===== src/rtl/lfu_cache_pkg.sv =====
// Package: shared controller state encoding for the LFU write-through cache.
package lfu_cache_pkg;
    typedef enum logic [2:0] {
        ST_IDLE,   // waiting for a request; resolves hits
        ST_MRD,    // block read requested, waiting for acknowledge
        ST_FILL0,  // capturing word 0 of the block
        ST_FILL1,  // capturing word 1, installing line
        ST_MWR     // write-through to memory, waiting for acknowledge
    } cstate_t;
endpackage


===== src/rtl/lfu_line_store.sv =====
// Module: lfu_line_store
// Holds valid bits, tags, reference counters and the two data words of every
// line. Reads are combinational for the addressed set. Writes act on the set
// addressed by idx and the way given by way.
// Assumes install and bump are never requested in the same cycle.
module lfu_line_store #(
    parameter int SETS   = 4,
    parameter int WAYS   = 4,
    parameter int TAG_W  = 5,
    parameter int DATA_W = 8,
    parameter int CNT_W  = 4,
    localparam int IDX_W = $clog2(SETS),
    localparam int WAY_W = $clog2(WAYS)
) (
    input  logic                         clk,
    input  logic                         rst_n,
    input  logic [IDX_W-1:0]             idx,
    input  logic [WAY_W-1:0]             way,
    input  logic                         w0_en,
    input  logic [DATA_W-1:0]            w0_data,
    input  logic                         w1_en,
    input  logic [DATA_W-1:0]            w1_data,
    input  logic                         install_en,
    input  logic [TAG_W-1:0]             install_tag,
    input  logic                         bump_en,
    output logic [WAYS-1:0]              rd_valid,
    output logic [WAYS-1:0][TAG_W-1:0]   rd_tag,
    output logic [WAYS-1:0][CNT_W-1:0]   rd_cnt,
    output logic [WAYS-1:0][DATA_W-1:0]  rd_w0,
    output logic [WAYS-1:0][DATA_W-1:0]  rd_w1
);
    localparam logic [CNT_W-1:0] CNT_MAX = {CNT_W{1'b1}};

    logic              valid_q [SETS][WAYS];
    logic [TAG_W-1:0]  tag_q   [SETS][WAYS];
    logic [CNT_W-1:0]  cnt_q   [SETS][WAYS];
    logic [DATA_W-1:0] w0_q    [SETS][WAYS];
    logic [DATA_W-1:0] w1_q    [SETS][WAYS];

    // Purpose: present every way of the addressed set.
    always_comb begin
        for (int w = 0; w < WAYS; w++) begin
            rd_valid[w] = valid_q[idx][w];
            rd_tag[w]   = tag_q[idx][w];
            rd_cnt[w]   = cnt_q[idx][w];
            rd_w0[w]    = w0_q[idx][w];
            rd_w1[w]    = w1_q[idx][w];
        end
    end

    // Purpose: clear all lines on reset, otherwise apply fill, write and count updates.
    always_ff @(posedge clk) begin
        if (!rst_n) begin
            for (int s = 0; s < SETS; s++) begin
                for (int w = 0; w < WAYS; w++) begin
                    valid_q[s][w] <= 1'b0;
                    tag_q[s][w]   <= '0;
                    cnt_q[s][w]   <= '0;
                    w0_q[s][w]    <= '0;
                    w1_q[s][w]    <= '0;
                end
            end
        end else begin
            if (w0_en) w0_q[idx][way] <= w0_data;
            if (w1_en) w1_q[idx][way] <= w1_data;
            if (install_en) begin
                valid_q[idx][way] <= 1'b1;
                tag_q[idx][way]   <= install_tag;
                cnt_q[idx][way]   <= CNT_W'(1);
            end else if (bump_en && cnt_q[idx][way] != CNT_MAX) begin
                cnt_q[idx][way] <= cnt_q[idx][way] + CNT_W'(1);
            end
        end
    end

    // only resident lines are counted as hits.
    p_bump_valid_r10: assert property (@(posedge clk) disable iff (!rst_n)
        bump_en |-> valid_q[idx][way]);

    // a freshly installed line starts at a count of one.
    p_install_one_r10: assert property (@(posedge clk) disable iff (!rst_n)
        install_en |=> cnt_q[$past(idx)][$past(way)] == CNT_W'(1));

    // a saturated counter does not wrap on another hit.
    p_cnt_sat_r10: assert property (@(posedge clk) disable iff (!rst_n)
        (bump_en && !install_en && cnt_q[idx][way] == CNT_MAX)
        |=> cnt_q[$past(idx)][$past(way)] == CNT_MAX);
endmodule


===== src/rtl/lfu_tag_match.sv =====
// Module: lfu_tag_match
// Compares the request tag with every valid way of the addressed set and
// encodes the matching way. Assumes a tag is resident at most once per set.
module lfu_tag_match #(
    parameter int WAYS  = 4,
    parameter int TAG_W = 5,
    localparam int WAY_W = $clog2(WAYS)
) (
    input  logic                       clk,
    input  logic                       rst_n,
    input  logic [WAYS-1:0]            valid,
    input  logic [WAYS-1:0][TAG_W-1:0] tags,
    input  logic [TAG_W-1:0]           tag_in,
    output logic                       hit,
    output logic [WAY_W-1:0]           hit_way
);
    logic [WAYS-1:0] hit_vec;

    // Purpose: one comparator per way.
    for (genvar g = 0; g < WAYS; g++) begin : g_cmp
        assign hit_vec[g] = valid[g] && (tags[g] == tag_in);
    end

    // Purpose: encode the matching way.
    always_comb begin
        hit_way = '0;
        for (int w = 0; w < WAYS; w++) begin
            if (hit_vec[w]) hit_way = WAY_W'(w);
        end
    end

    assign hit = |hit_vec;

    // at most one way may match, or the returned byte would be ambiguous.
    p_single_hit_r3: assert property (@(posedge clk) disable iff (!rst_n)
        $onehot0(hit_vec));
endmodule


===== src/rtl/lfu_victim_pick.sv =====
// Module: lfu_victim_pick
// Picks the way to refill in the addressed set: the lowest invalid way if
// any, otherwise the way with the smallest reference count, with the lower
// way winning ties. Purely combinational; clk and rst_n serve the checks.
module lfu_victim_pick #(
    parameter int WAYS  = 4,
    parameter int CNT_W = 4,
    localparam int WAY_W = $clog2(WAYS)
) (
    input  logic                       clk,
    input  logic                       rst_n,
    input  logic [WAYS-1:0]            valid,
    input  logic [WAYS-1:0][CNT_W-1:0] cnt,
    output logic [WAY_W-1:0]           victim
);
    logic [WAY_W-1:0] free_way;
    logic             have_free;
    logic [WAY_W-1:0] min_way;
    logic [CNT_W-1:0] min_cnt;

    // Purpose: lowest-numbered invalid way.
    always_comb begin
        have_free = 1'b0;
        free_way  = '0;
        for (int w = WAYS - 1; w >= 0; w--) begin
            if (!valid[w]) begin
                have_free = 1'b1;
                free_way  = WAY_W'(w);
            end
        end
    end

    // Purpose: smallest count, scanning upward with strict compare so ties keep the lower way.
    always_comb begin
        min_way = '0;
        min_cnt = cnt[0];
        for (int w = 1; w < WAYS; w++) begin
            if (cnt[w] < min_cnt) begin
                min_cnt = cnt[w];
                min_way = WAY_W'(w);
            end
        end
    end

    assign victim = have_free ? free_way : min_way;

    // with an empty way present, the pick is an empty way.
    p_fill_empty_r7: assert property (@(posedge clk) disable iff (!rst_n)
        !(&valid) |-> !valid[victim]);

    for (genvar g = 0; g < WAYS; g++) begin : g_chk
        // in a full set no line has a smaller count than the pick.
        p_min_count_r8: assert property (@(posedge clk) disable iff (!rst_n)
            (&valid) |-> (cnt[victim] <= cnt[g]));
        // every lower way than the pick has a strictly larger count.
        p_tie_low_r9: assert property (@(posedge clk) disable iff (!rst_n)
            ((&valid) && (WAY_W'(g) < victim)) |-> (cnt[g] > cnt[victim]));
    end
endmodule


===== src/rtl/lfu_wt_cache.sv =====
// Module: lfu_wt_cache (top)
// Four-way, four-set write-through data cache with two-byte blocks and
// least-frequently-used replacement. Read hits finish in the request cycle;
// read misses fill a whole block; writes always go to memory, and write misses
// allocate first. Assumes the processor holds request, address, write flag
// and data steady until ready, and that memory returns the two block words in
// the two cycles after its acknowledge.
module lfu_wt_cache
    import lfu_cache_pkg::*;
#(
    parameter int ADDR_W = 8,
    parameter int DATA_W = 8,
    parameter int SETS   = 4,
    parameter int WAYS   = 4,
    parameter int CNT_W  = 4
) (
    input  logic              clk,
    input  logic              rst_n,
    input  logic              cpu_req,
    input  logic              cpu_we,
    input  logic [ADDR_W-1:0] cpu_addr,
    input  logic [DATA_W-1:0] cpu_wdata,
    output logic              cpu_ready,
    output logic [DATA_W-1:0] cpu_rdata,
    output logic              mem_req,
    output logic              mem_we,
    output logic [ADDR_W-1:0] mem_addr,
    output logic [DATA_W-1:0] mem_wdata,
    input  logic              mem_ack,
    input  logic [DATA_W-1:0] mem_rdata
);
    localparam int OFF_W = 1;
    localparam int IDX_W = $clog2(SETS);
    localparam int TAG_W = ADDR_W - IDX_W - OFF_W;
    localparam int WAY_W = $clog2(WAYS);

    cstate_t state_q, state_d;
    logic [WAY_W-1:0] vic_q;

    logic [TAG_W-1:0] req_tag;
    logic [IDX_W-1:0] req_idx;
    logic             req_off;

    assign req_tag = cpu_addr[ADDR_W-1 -: TAG_W];
    assign req_idx = cpu_addr[OFF_W +: IDX_W];
    assign req_off = cpu_addr[0];

    logic [WAYS-1:0]             rd_valid;
    logic [WAYS-1:0][TAG_W-1:0]  rd_tag;
    logic [WAYS-1:0][CNT_W-1:0]  rd_cnt;
    logic [WAYS-1:0][DATA_W-1:0] rd_w0;
    logic [WAYS-1:0][DATA_W-1:0] rd_w1;

    logic             hit;
    logic [WAY_W-1:0] hit_way;
    logic [WAY_W-1:0] victim;

    logic              w0_en, w1_en, install_en, bump_en;
    logic [DATA_W-1:0] w0_data, w1_data;
    logic [WAY_W-1:0]  wr_way;

    lfu_line_store #(
        .SETS(SETS), .WAYS(WAYS), .TAG_W(TAG_W), .DATA_W(DATA_W), .CNT_W(CNT_W)
    ) u_store (
        .clk(clk), .rst_n(rst_n), .idx(req_idx), .way(wr_way),
        .w0_en(w0_en), .w0_data(w0_data), .w1_en(w1_en), .w1_data(w1_data),
        .install_en(install_en), .install_tag(req_tag), .bump_en(bump_en),
        .rd_valid(rd_valid), .rd_tag(rd_tag), .rd_cnt(rd_cnt),
        .rd_w0(rd_w0), .rd_w1(rd_w1)
    );

    lfu_tag_match #(.WAYS(WAYS), .TAG_W(TAG_W)) u_match (
        .clk(clk), .rst_n(rst_n), .valid(rd_valid), .tags(rd_tag),
        .tag_in(req_tag), .hit(hit), .hit_way(hit_way)
    );

    lfu_victim_pick #(.WAYS(WAYS), .CNT_W(CNT_W)) u_pick (
        .clk(clk), .rst_n(rst_n), .valid(rd_valid), .cnt(rd_cnt), .victim(victim)
    );

    // Purpose: hits address the matching way, all fill work addresses the latched victim.
    assign wr_way = (state_q == ST_IDLE) ? hit_way : vic_q;

    // Purpose: next state, store controls, processor and memory outputs.
    always_comb begin
        state_d    = state_q;
        cpu_ready  = 1'b0;
        cpu_rdata  = '0;
        mem_req    = 1'b0;
        mem_we     = 1'b0;
        mem_addr   = '0;
        mem_wdata  = '0;
        w0_en      = 1'b0;
        w1_en      = 1'b0;
        w0_data    = cpu_wdata;
        w1_data    = cpu_wdata;
        install_en = 1'b0;
        bump_en    = 1'b0;
        unique case (state_q)
            ST_IDLE: begin
                if (cpu_req) begin
                    if (hit) begin
                        bump_en = 1'b1;
                        if (cpu_we) begin
                            w0_en   = !req_off;
                            w1_en   = req_off;
                            state_d = ST_MWR;
                        end else begin
                            cpu_ready = 1'b1;
                            cpu_rdata = req_off ? rd_w1[hit_way] : rd_w0[hit_way];
                        end
                    end else begin
                        state_d = ST_MRD;
                    end
                end
            end
            ST_MRD: begin
                mem_req  = 1'b1;
                mem_addr = {req_tag, req_idx, 1'b0};
                if (mem_ack) state_d = ST_FILL0;
            end
            ST_FILL0: begin
                w0_en   = 1'b1;
                w0_data = mem_rdata;
                state_d = ST_FILL1;
            end
            ST_FILL1: begin
                install_en = 1'b1;
                w1_en      = 1'b1;
                w1_data    = mem_rdata;
                if (cpu_we) begin
                    if (req_off) begin
                        w1_data = cpu_wdata;
                    end else begin
                        w0_en   = 1'b1;
                        w0_data = cpu_wdata;
                    end
                    state_d = ST_MWR;
                end else begin
                    cpu_ready = 1'b1;
                    cpu_rdata = req_off ? mem_rdata : rd_w0[vic_q];
                    state_d   = ST_IDLE;
                end
            end
            ST_MWR: begin
                mem_req   = 1'b1;
                mem_we    = 1'b1;
                mem_addr  = cpu_addr;
                mem_wdata = cpu_wdata;
                if (mem_ack) begin
                    cpu_ready = 1'b1;
                    state_d   = ST_IDLE;
                end
            end
            default: state_d = ST_IDLE;
        endcase
    end

    // Purpose: state register and victim latch taken when a miss is detected.
    always_ff @(posedge clk) begin
        if (!rst_n) begin
            state_q <= ST_IDLE;
            vic_q   <= '0;
        end else begin
            state_q <= state_d;
            if (state_q == ST_IDLE && cpu_req && !hit) vic_q <= victim;
        end
    end

    // a read hit completes at once without touching memory.
    p_read_hit_now_r3: assert property (@(posedge clk) disable iff (!rst_n)
        (state_q == ST_IDLE && cpu_req && !cpu_we && hit) |-> (cpu_ready && !mem_req));

    // a memory request and its address stay put until acknowledged.
    p_req_hold_r4: assert property (@(posedge clk) disable iff (!rst_n)
        (mem_req && !mem_ack) |=> (mem_req && $stable(mem_addr) && $stable(mem_we)));

    // a write only completes while memory accepts the write.
    p_write_through_r5: assert property (@(posedge clk) disable iff (!rst_n)
        (cpu_ready && cpu_we) |-> (mem_req && mem_we && mem_ack));

    // a write miss reads the block before it writes memory.
    p_alloc_first_r6: assert property (@(posedge clk) disable iff (!rst_n)
        (state_q == ST_IDLE && cpu_req && cpu_we && !hit) |=> (mem_req && !mem_we));

    // nothing is signalled to memory or the processor without a request.
    p_quiet_idle_r1: assert property (@(posedge clk) disable iff (!rst_n)
        (state_q == ST_IDLE && !cpu_req) |-> (!cpu_ready && !mem_req));
endmodule


===== config.mk =====
export PLATFORM = sky130hd
export DESIGN_NAME = lfu_wt_cache
export DESIGN_NICKNAME = d
export VERILOG_FILES = /design/src/rtl/lfu_cache_pkg.sv /design/src/rtl/lfu_line_store.sv /design/src/rtl/lfu_tag_match.sv /design/src/rtl/lfu_victim_pick.sv /design/src/rtl/lfu_wt_cache.sv
export SDC_FILE = /design/constraint.sdc
export NUM_CORES = 1
export LEC_CHECK = 0
export ABC_AREA = 1
export ABC_CLOCK_PERIOD_IN_PS = 4700
export BUFFER_PORTS_ARGS = -buffer_cell sky130_fd_sc_hd__buf_2
export CAP_MARGIN = 20
export CORE_MARGIN = 3
export CORE_UTILIZATION = 40
export CTS_BUF_LIST = sky130_fd_sc_hd__clkbuf_4
export DETAILED_ROUTE_END_ITERATION = 8
export GPL_TIMING_DRIVEN = 0
export HOLD_SLACK_MARGIN = 0.03
export SLEW_MARGIN = 20
export SYNTH_ARGS = -nofsm -noshare
export SYNTH_HDL_FRONTEND = slang
export SYNTH_HIERARCHICAL = 1
export SYNTH_SLANG_ARGS = --single-unit

===== constraint.sdc =====
create_clock -name clk -period 4.7 [get_ports clk]
set_input_delay 0.235 -clock clk [delete_from_list [all_inputs] [get_ports clk]]
set_output_delay 0.235 -clock clk [all_outputs]
set_load 0.05 [all_outputs]

# Word level (Yosys, flattened, before mapping)
# Memories as Yosys holds them, arrays and structs flattened.
# Cells that the tools add are included.
[totals]
ff_bits = 5
latchBits = 0
mem_bits_rw = 416
romBits = 0
output_inout_bits = 27
elab_cells = 187
n_memories = 5
[memory_table]
columns = ["memory", "words", "width", "read_ports", "rd_clocked_by_memory_dff", "wr", "line", "text"]
rows = [
  ["u_store.w0_q", 4, 32, 1, 0, 4, "lfu_line_store.sv:37", "logic [DATA_W-1:0] w0_q [SETS][WAYS];"],
  ["u_store.w1_q", 4, 32, 1, 0, 4, "lfu_line_store.sv:38", "logic [DATA_W-1:0] w1_q [SETS][WAYS];"],
  ["u_store.tag_q", 4, 20, 1, 0, 4, "lfu_line_store.sv:35", "logic [TAG_W-1:0] tag_q [SETS][WAYS];"],
  ["u_store.cnt_q", 4, 16, 1, 0, 4, "lfu_line_store.sv:36", "logic [CNT_W-1:0] cnt_q [SETS][WAYS];"],
  ["u_store.valid_q", 4, 4, 1, 0, 4, "lfu_line_store.sv:34", "logic valid_q [SETS][WAYS];"],
]
[classes]
n_addsub = 1
mul = 0
div_mod_pow = 0
order_cmp = 7
n_eq_ne = 13
shift = 0
mux = 123
n_bitwise = 17
reduce_logical = 19
[op_table]
columns = ["operator", "n"]
rows = [
  ["$mux 32", 6],
  ["$mux 8", 15],
  ["$mux 16", 4],
  ["$reduce_or 32->1", 2],
  ["$mux 20", 3],
  ["$mux 1", 51],
  ["$bmux 8 s2", 3],
  ["$mux 4", 8],
  ["$pmux 8 s2", 2],
  ["$mux 2", 15],
  ["$eq 5x5->1", 4],
  ["$reduce_or 20->1", 1],
  ["$mux 3", 6],
  ["$demux 8 s2", 1],
  ["$or 1x1->1", 16],
  ["$reduce_or 16->1", 1],
  ["$pmux 3 s5", 1],
  ["$lt 4x4->1", 3],
  ["$demux 5 s2", 1],
  ["$bmux 4 s2", 1],
  ["$demux 4 s2", 1],
  ["$logic_and 1x1->1", 8],
  ["$reduce_or 4->1", 2],
  ["$eq 3x2->1 const B", 2],
  ["other kinds (18)", 23],
]

# Logic depth before layout (Yosys ltp)
# An unclocked memory read counts as a cell.
[logic_depth]
ltp_word = 20
depth_mapped = 33
mapped_depth_nobuf = 30

# Cells and area by module
# Netlist, hierarchy kept.
[by_module_without_submodules]
columns = ["mod", "n_inst", "cells_per_inst", "area_per_inst_um2"]
rows = [
  ["lfu_line_store", 1, 1598, 17610.6],
  ["lfu_wt_cache", 1, 407, 1903.1],
  ["lfu_victim_pick", 1, 73, 456.7],
  ["lfu_tag_match", 1, 106, 430.4],
]

# Worst setup path after synthesis
# OpenSTA, ideal clock, no wires.
[synth_timing]
kind = "input-to-reg"
startpoint = "input port cpu_addr[1]"
endpoint = "memory u_store/cnt_q[1][0] (netlist bit), enable pin"
setup_ps = 274
arrival_ps = 3924
t_required_ps = 4426
slack_ps = 503
cell_stages = 31
n_path_buf = 6
path_cell_list = "buf_6 > buf_6 > nor2_4 > clkbuf_1 > clkbuf_1 > a22oi_1 > nand2_1 > inv_1 > nand2_1 > nand2_1 > nor2_1 > nand3_1 > inv_1 > nand2_1 > nand2_1 > clkbuf_1 > inv_2 > buf_2 > o21ai_0 > inv_1 > nor2_1 > nand2_1 > nand2_1 > inv_1 > nand2_1 > ha_1 > nand3_4 > nand3_4 > nand2_2 > nand2_1 > nand2_1"
[synth_rtl]
columns = ["element", "line", "text"]
rows = [
  ["start, declared", "lfu_wt_cache.sv:21", "input logic [ADDR_W-1:0] cpu_addr,"],
  ["end, declared", "lfu_line_store.sv:36", ""],
]

==> key figures <==
Hold path
  – Worst Hold Depth: 5
  – Worst Hold Class: input pin to flip-flop

Synthesis
  – Largest family of logic cells by synthesized area: simple AND/OR/NAND/NOR gates
  – Share of Yosys cell area claimed by the top area cell type: approximately 60%
  – Post-synthesis xor/xnor area fraction: 0.0797%
  – Syn avg cell area: 9.34 um^2
  – Seq cells post-synth: 421
  – Ys flop type: edfxtp_1
  – Synth area leader: edfxtp_1
  – Yosys cell types: 37
  – Ranking of synthesized cells by area: edfxtp_1, nand2_1, nor2_1
  – Syn_nets: 2225
  – Compound-Gate Fraction of Synth Area: about 8%
  – Mapped Cells: around 2200
  – Simple-gate area share of the yosys netlist: around 25%
  – Count of flip-flops with a built-in enable after synthesis: 400
  – Cell Area, Synth: around 20000 um^2
  – Yosys warns: 6
  – Mux share of post-synthesis cell area: 0%
  – Synth async-reset ratio: 0%
  – Seq/Total Area, Yosys: around 61%
  – Synth Area in Adders: less than 1%

Timing
  – Final hold vios: 0
  – Fin crit period: ~4500 ps
  – Final period utilization: 95.1%
  – Max Slew Vio Count: 0
  – Fmax: 224 MHz
  – Final setup vio count: 0
  – Slew headroom: between 20% and 30%
  – Worst-margin pin slew: approximately 1200 ps
  – Hold WS: around 94 ps
  – RSZ-0062 raised after global routing: no
  – Skew final: 54.6 ps

Power
  – Pwr Total: between 0.008 and 0.009 W
  – Max IR drop VDD: roughly 0.00022 V
  – Power Density: around 370 nW/um^2
  – Leakage: roughly 10 nW

Placement
  – Final Wtd Congestion: between 0.9 and 1
  – Dpl cells: just under 3000
  – Post-DP HPWL: ~47000 um
  – Port bufs: between 50 and 60
  – Placed cell area: around 22000 um^2

Drt
  – ANT nets after route: 0
  – Drt wl/cell: approximately 21 um
  – Vias per inst: 5.35
  – Total Wirelength: about 66000 um
  – Initial DRC count: ~1800
  – Number of detailed-route iterations in the first pass: 5
  – DR vias: between 15000 and 20000
  – DR DRC count: 0

CTS
  – Clock latency on the worst-skew pair: around 900 ps
  – Total CTS buffers: approximately 110
  – TritonCTS clock tree: done
  – Clk root buf: clkbuf_4
  – H-tree Lvls: 3
  – Clk slew on worst S/H paths: approximately 60 ps
  – Max Buffers Root-to-Sink: 3
  – CTS Sinks: 421

Global route
  – GRT Util Overall: approximately a quarter
  – Antenna violations before repair: 3
  – Vias in the first global route: approximately 16000
  – Largest net degree at the start of global routing: 16
  – First-pass GRT wire length: 98000 um
  – Congestion Overflow GR: 0

Die
  – Core Area: around 50000 um^2
  – Die width: around 230 um
  – I/O pin total: 56
  – Die area: around 54000 um^2
  – Starting density of the core: between 40% and 50%
  – Die Y: ~230 um
  – Rows: just over 80

Setup path
  – Setup CP Type: input pin to flip-flop
  – Critical path peak fanout: 16
  – Buf/Inv on CP: 10
  – Worst Path Required: ~5200 ps
  – Crit-path slowest cell: buf_4
  – Cell family with most CP delay: simple AND/OR/NAND/NOR gates
  – CP max stage delay: approximately 330 ps
  – Critical Path Sink Type: flip-flop
  – WP depth: 29
  – Crit path DAT: around 5000 ps
  – Most common cell on crit path: nand2_1
  – Worst R2R Path Depth: 21
  – Worst setup SP type: input pin

Cells and area
  – Fill cells: between 5000 and 6000
  – Final Net Count: between 2000 and 2500
  – Layout cell share with drive strength beyond 1: between 10% and 20%
  – P&R area growth vs syn: 14.4%
  – Finished Layout Cells: approximately 3100
  – Cell area after layout: 23300 um^2

Run
  – Maxcap violations: 0

Outcome
  – Status: finished clean
-- cell usage in the layout (no fill, tap or decap), types with 4 or more instances in the layout --
master         netlist  routed
nand3_1             91      91
edfxtp_1           400     400
o21ai_0             34      33
nand3_2              5       5
nor2_1             469     469
nor3_1              16      16
clkbuf_2             0       9
o211ai_1             8       8
a22oi_1            149     149
nand4_1              4       4
nand2_1            603     588
ha_1                12      11
nand2_4              7       7
buf_2               17      71
clkbuf_1            78      57
clkbuf_4             0     177
inv_1              155     155
o221ai_1             4       4
inv_2               20      20
diode_2              0       6
a21oi_1             21      21
nor2_2               9       9
buf_1                6       4
buf_6                6       7
buf_4                1       6
dfxtp_1             21      21
nand2_2             14      29
clkinv_1             1      13
or2_2                6       6
o21ai_2              8       9
nand3_4              5       5
clkinv_2             0       4
dlygate4sd3_1        0      27
-- repair_timing --
action | in CTS | in global routing
setup buffers | 0 | 3
pin swaps | 1 | 1
setup endpoints to repair | 767 | 267
gates resized for setup | 40 | 18
hold endpoints to repair | 112 | 0
hold buffers | 27 | 0
-- report_power, final --
group          leakage [nW]  switching (W)  internal, W
clock network         0.845        0.00147      0.00173
registers              4.30      0.0000433      0.00422
logic                  4.84       0.000814     0.000258
-- cell families after synthesis --
family / count (synthesis)
simple gates: 1237
flops: 421
buf+inv: 285
compound gates: 228
fa+ha+maj: 12
xor+xnor: 1
-- cell type report --
type / count / area (um^2) / area share [%]
flip-flops and latches: 421 / 12400 / 53.3
multi-input cells: 1478 / 6870 / 29.4
clock buffers: 169 / 1270 / 5.44
well taps: 672 / 841 / 3.60
inverters: 177 / 672 / 2.88
repair buffers: 84 / 563 / 2.41
plain buffers: 106 / 534 / 2.29
clock inverters: 21 / 144 / 0.617
diodes: 6 / 15.0 / 0.0643
-- worst paths after layout --
path	startpoint	to	slack [ps]
worst max-delay path	cpu_addr[1]	u_store/cnt_q[2][0]	230
worst min-delay path	mem_rdata[6]	u_store/w1_q[0][30]	90
worst max register to register	u_store/tag_q[1][8]	u_store/cnt_q[2][0]	480
worst min register to register	u_store/valid_q[2][2]	u_store/valid_q[2][2]	450
-- per-layer routing --
| metal | vias to the layer above | routed length, um | track usage, % | share of wire [%] |
|---|---|---|---|---|
| li1 | 7764 | - | - | - |
| met2 | 790 | 29900 | 38.2 | 45 |
| met4 | 0 | 2490 | 9.41 | 3.7 |
| met5 | - | 0 | 0 | 0 |
| met1 | 8075 | 27600 | 32.9 | 42 |
| met3 | 142 | 6500 | 7.07 | 9.8 |
-- worst reg2reg max path, cell delays in order (launching register included) --
cell and delay, ps:
edfxtp_1 370, a22oi_1 260, nand3_1 160, nand2_1 100, nand2_1 40, nor2_1 120, nand3_2 100, nand2_1 80
nand2_1 140, clkbuf_1 180, inv_2 280, o21ai_2 130, nand2_1 270, inv_1 220, nand2_1 110, nand4_1 250
ha_2 330, nand3_4 160, nand3_4 170, nand2_2 160, nand2_1 90, nand2_2 200
-- stage by stage --
stage / setup TNS [ps] / utilization (%) / worst slack, ps
floorplan: 0 / - / 503
global placement: -1075900 / 42.8 / -1940
CTS: 0 / 46.3 / 11.1
global route: 0 / 46.4 / 63.9
detailed placement: -1119720 / 42.8 / -2020
finish: 0 / 46.4 / 233
-- synthesized netlist by cell type (4+ instances only) --
library cell,count
o21ai_0,34
or2_2,6
o221ai_1,4
nor3_1,16
inv_2,20
nand3_1,91
buf_1,6
dfxtp_1,21
nor2_1,469
nand3_4,5
nand4_1,4
nand3_2,5
nand2_4,7
nor2_2,9
o21ai_2,8
o211ai_1,8
clkbuf_1,78
nand2_2,14
nand2_1,603
buf_6,6
inv_1,155
ha_1,12
a22oi_1,149
a21oi_1,21
edfxtp_1,400
buf_2,17
-- flip-flops by register name, indices dropped and copies added (netlist names) --
| signal | count |
|---|---|
| u_store/w1_q | 128 |
| u_store/valid_q | 16 |
| u_store/cnt_q | 64 |
| state_q | 3 |
| u_store/tag_q | 80 |
| vic_q | 2 |
| u_store/w0_q | 128 |
Power figures use the tool's default switching activity.
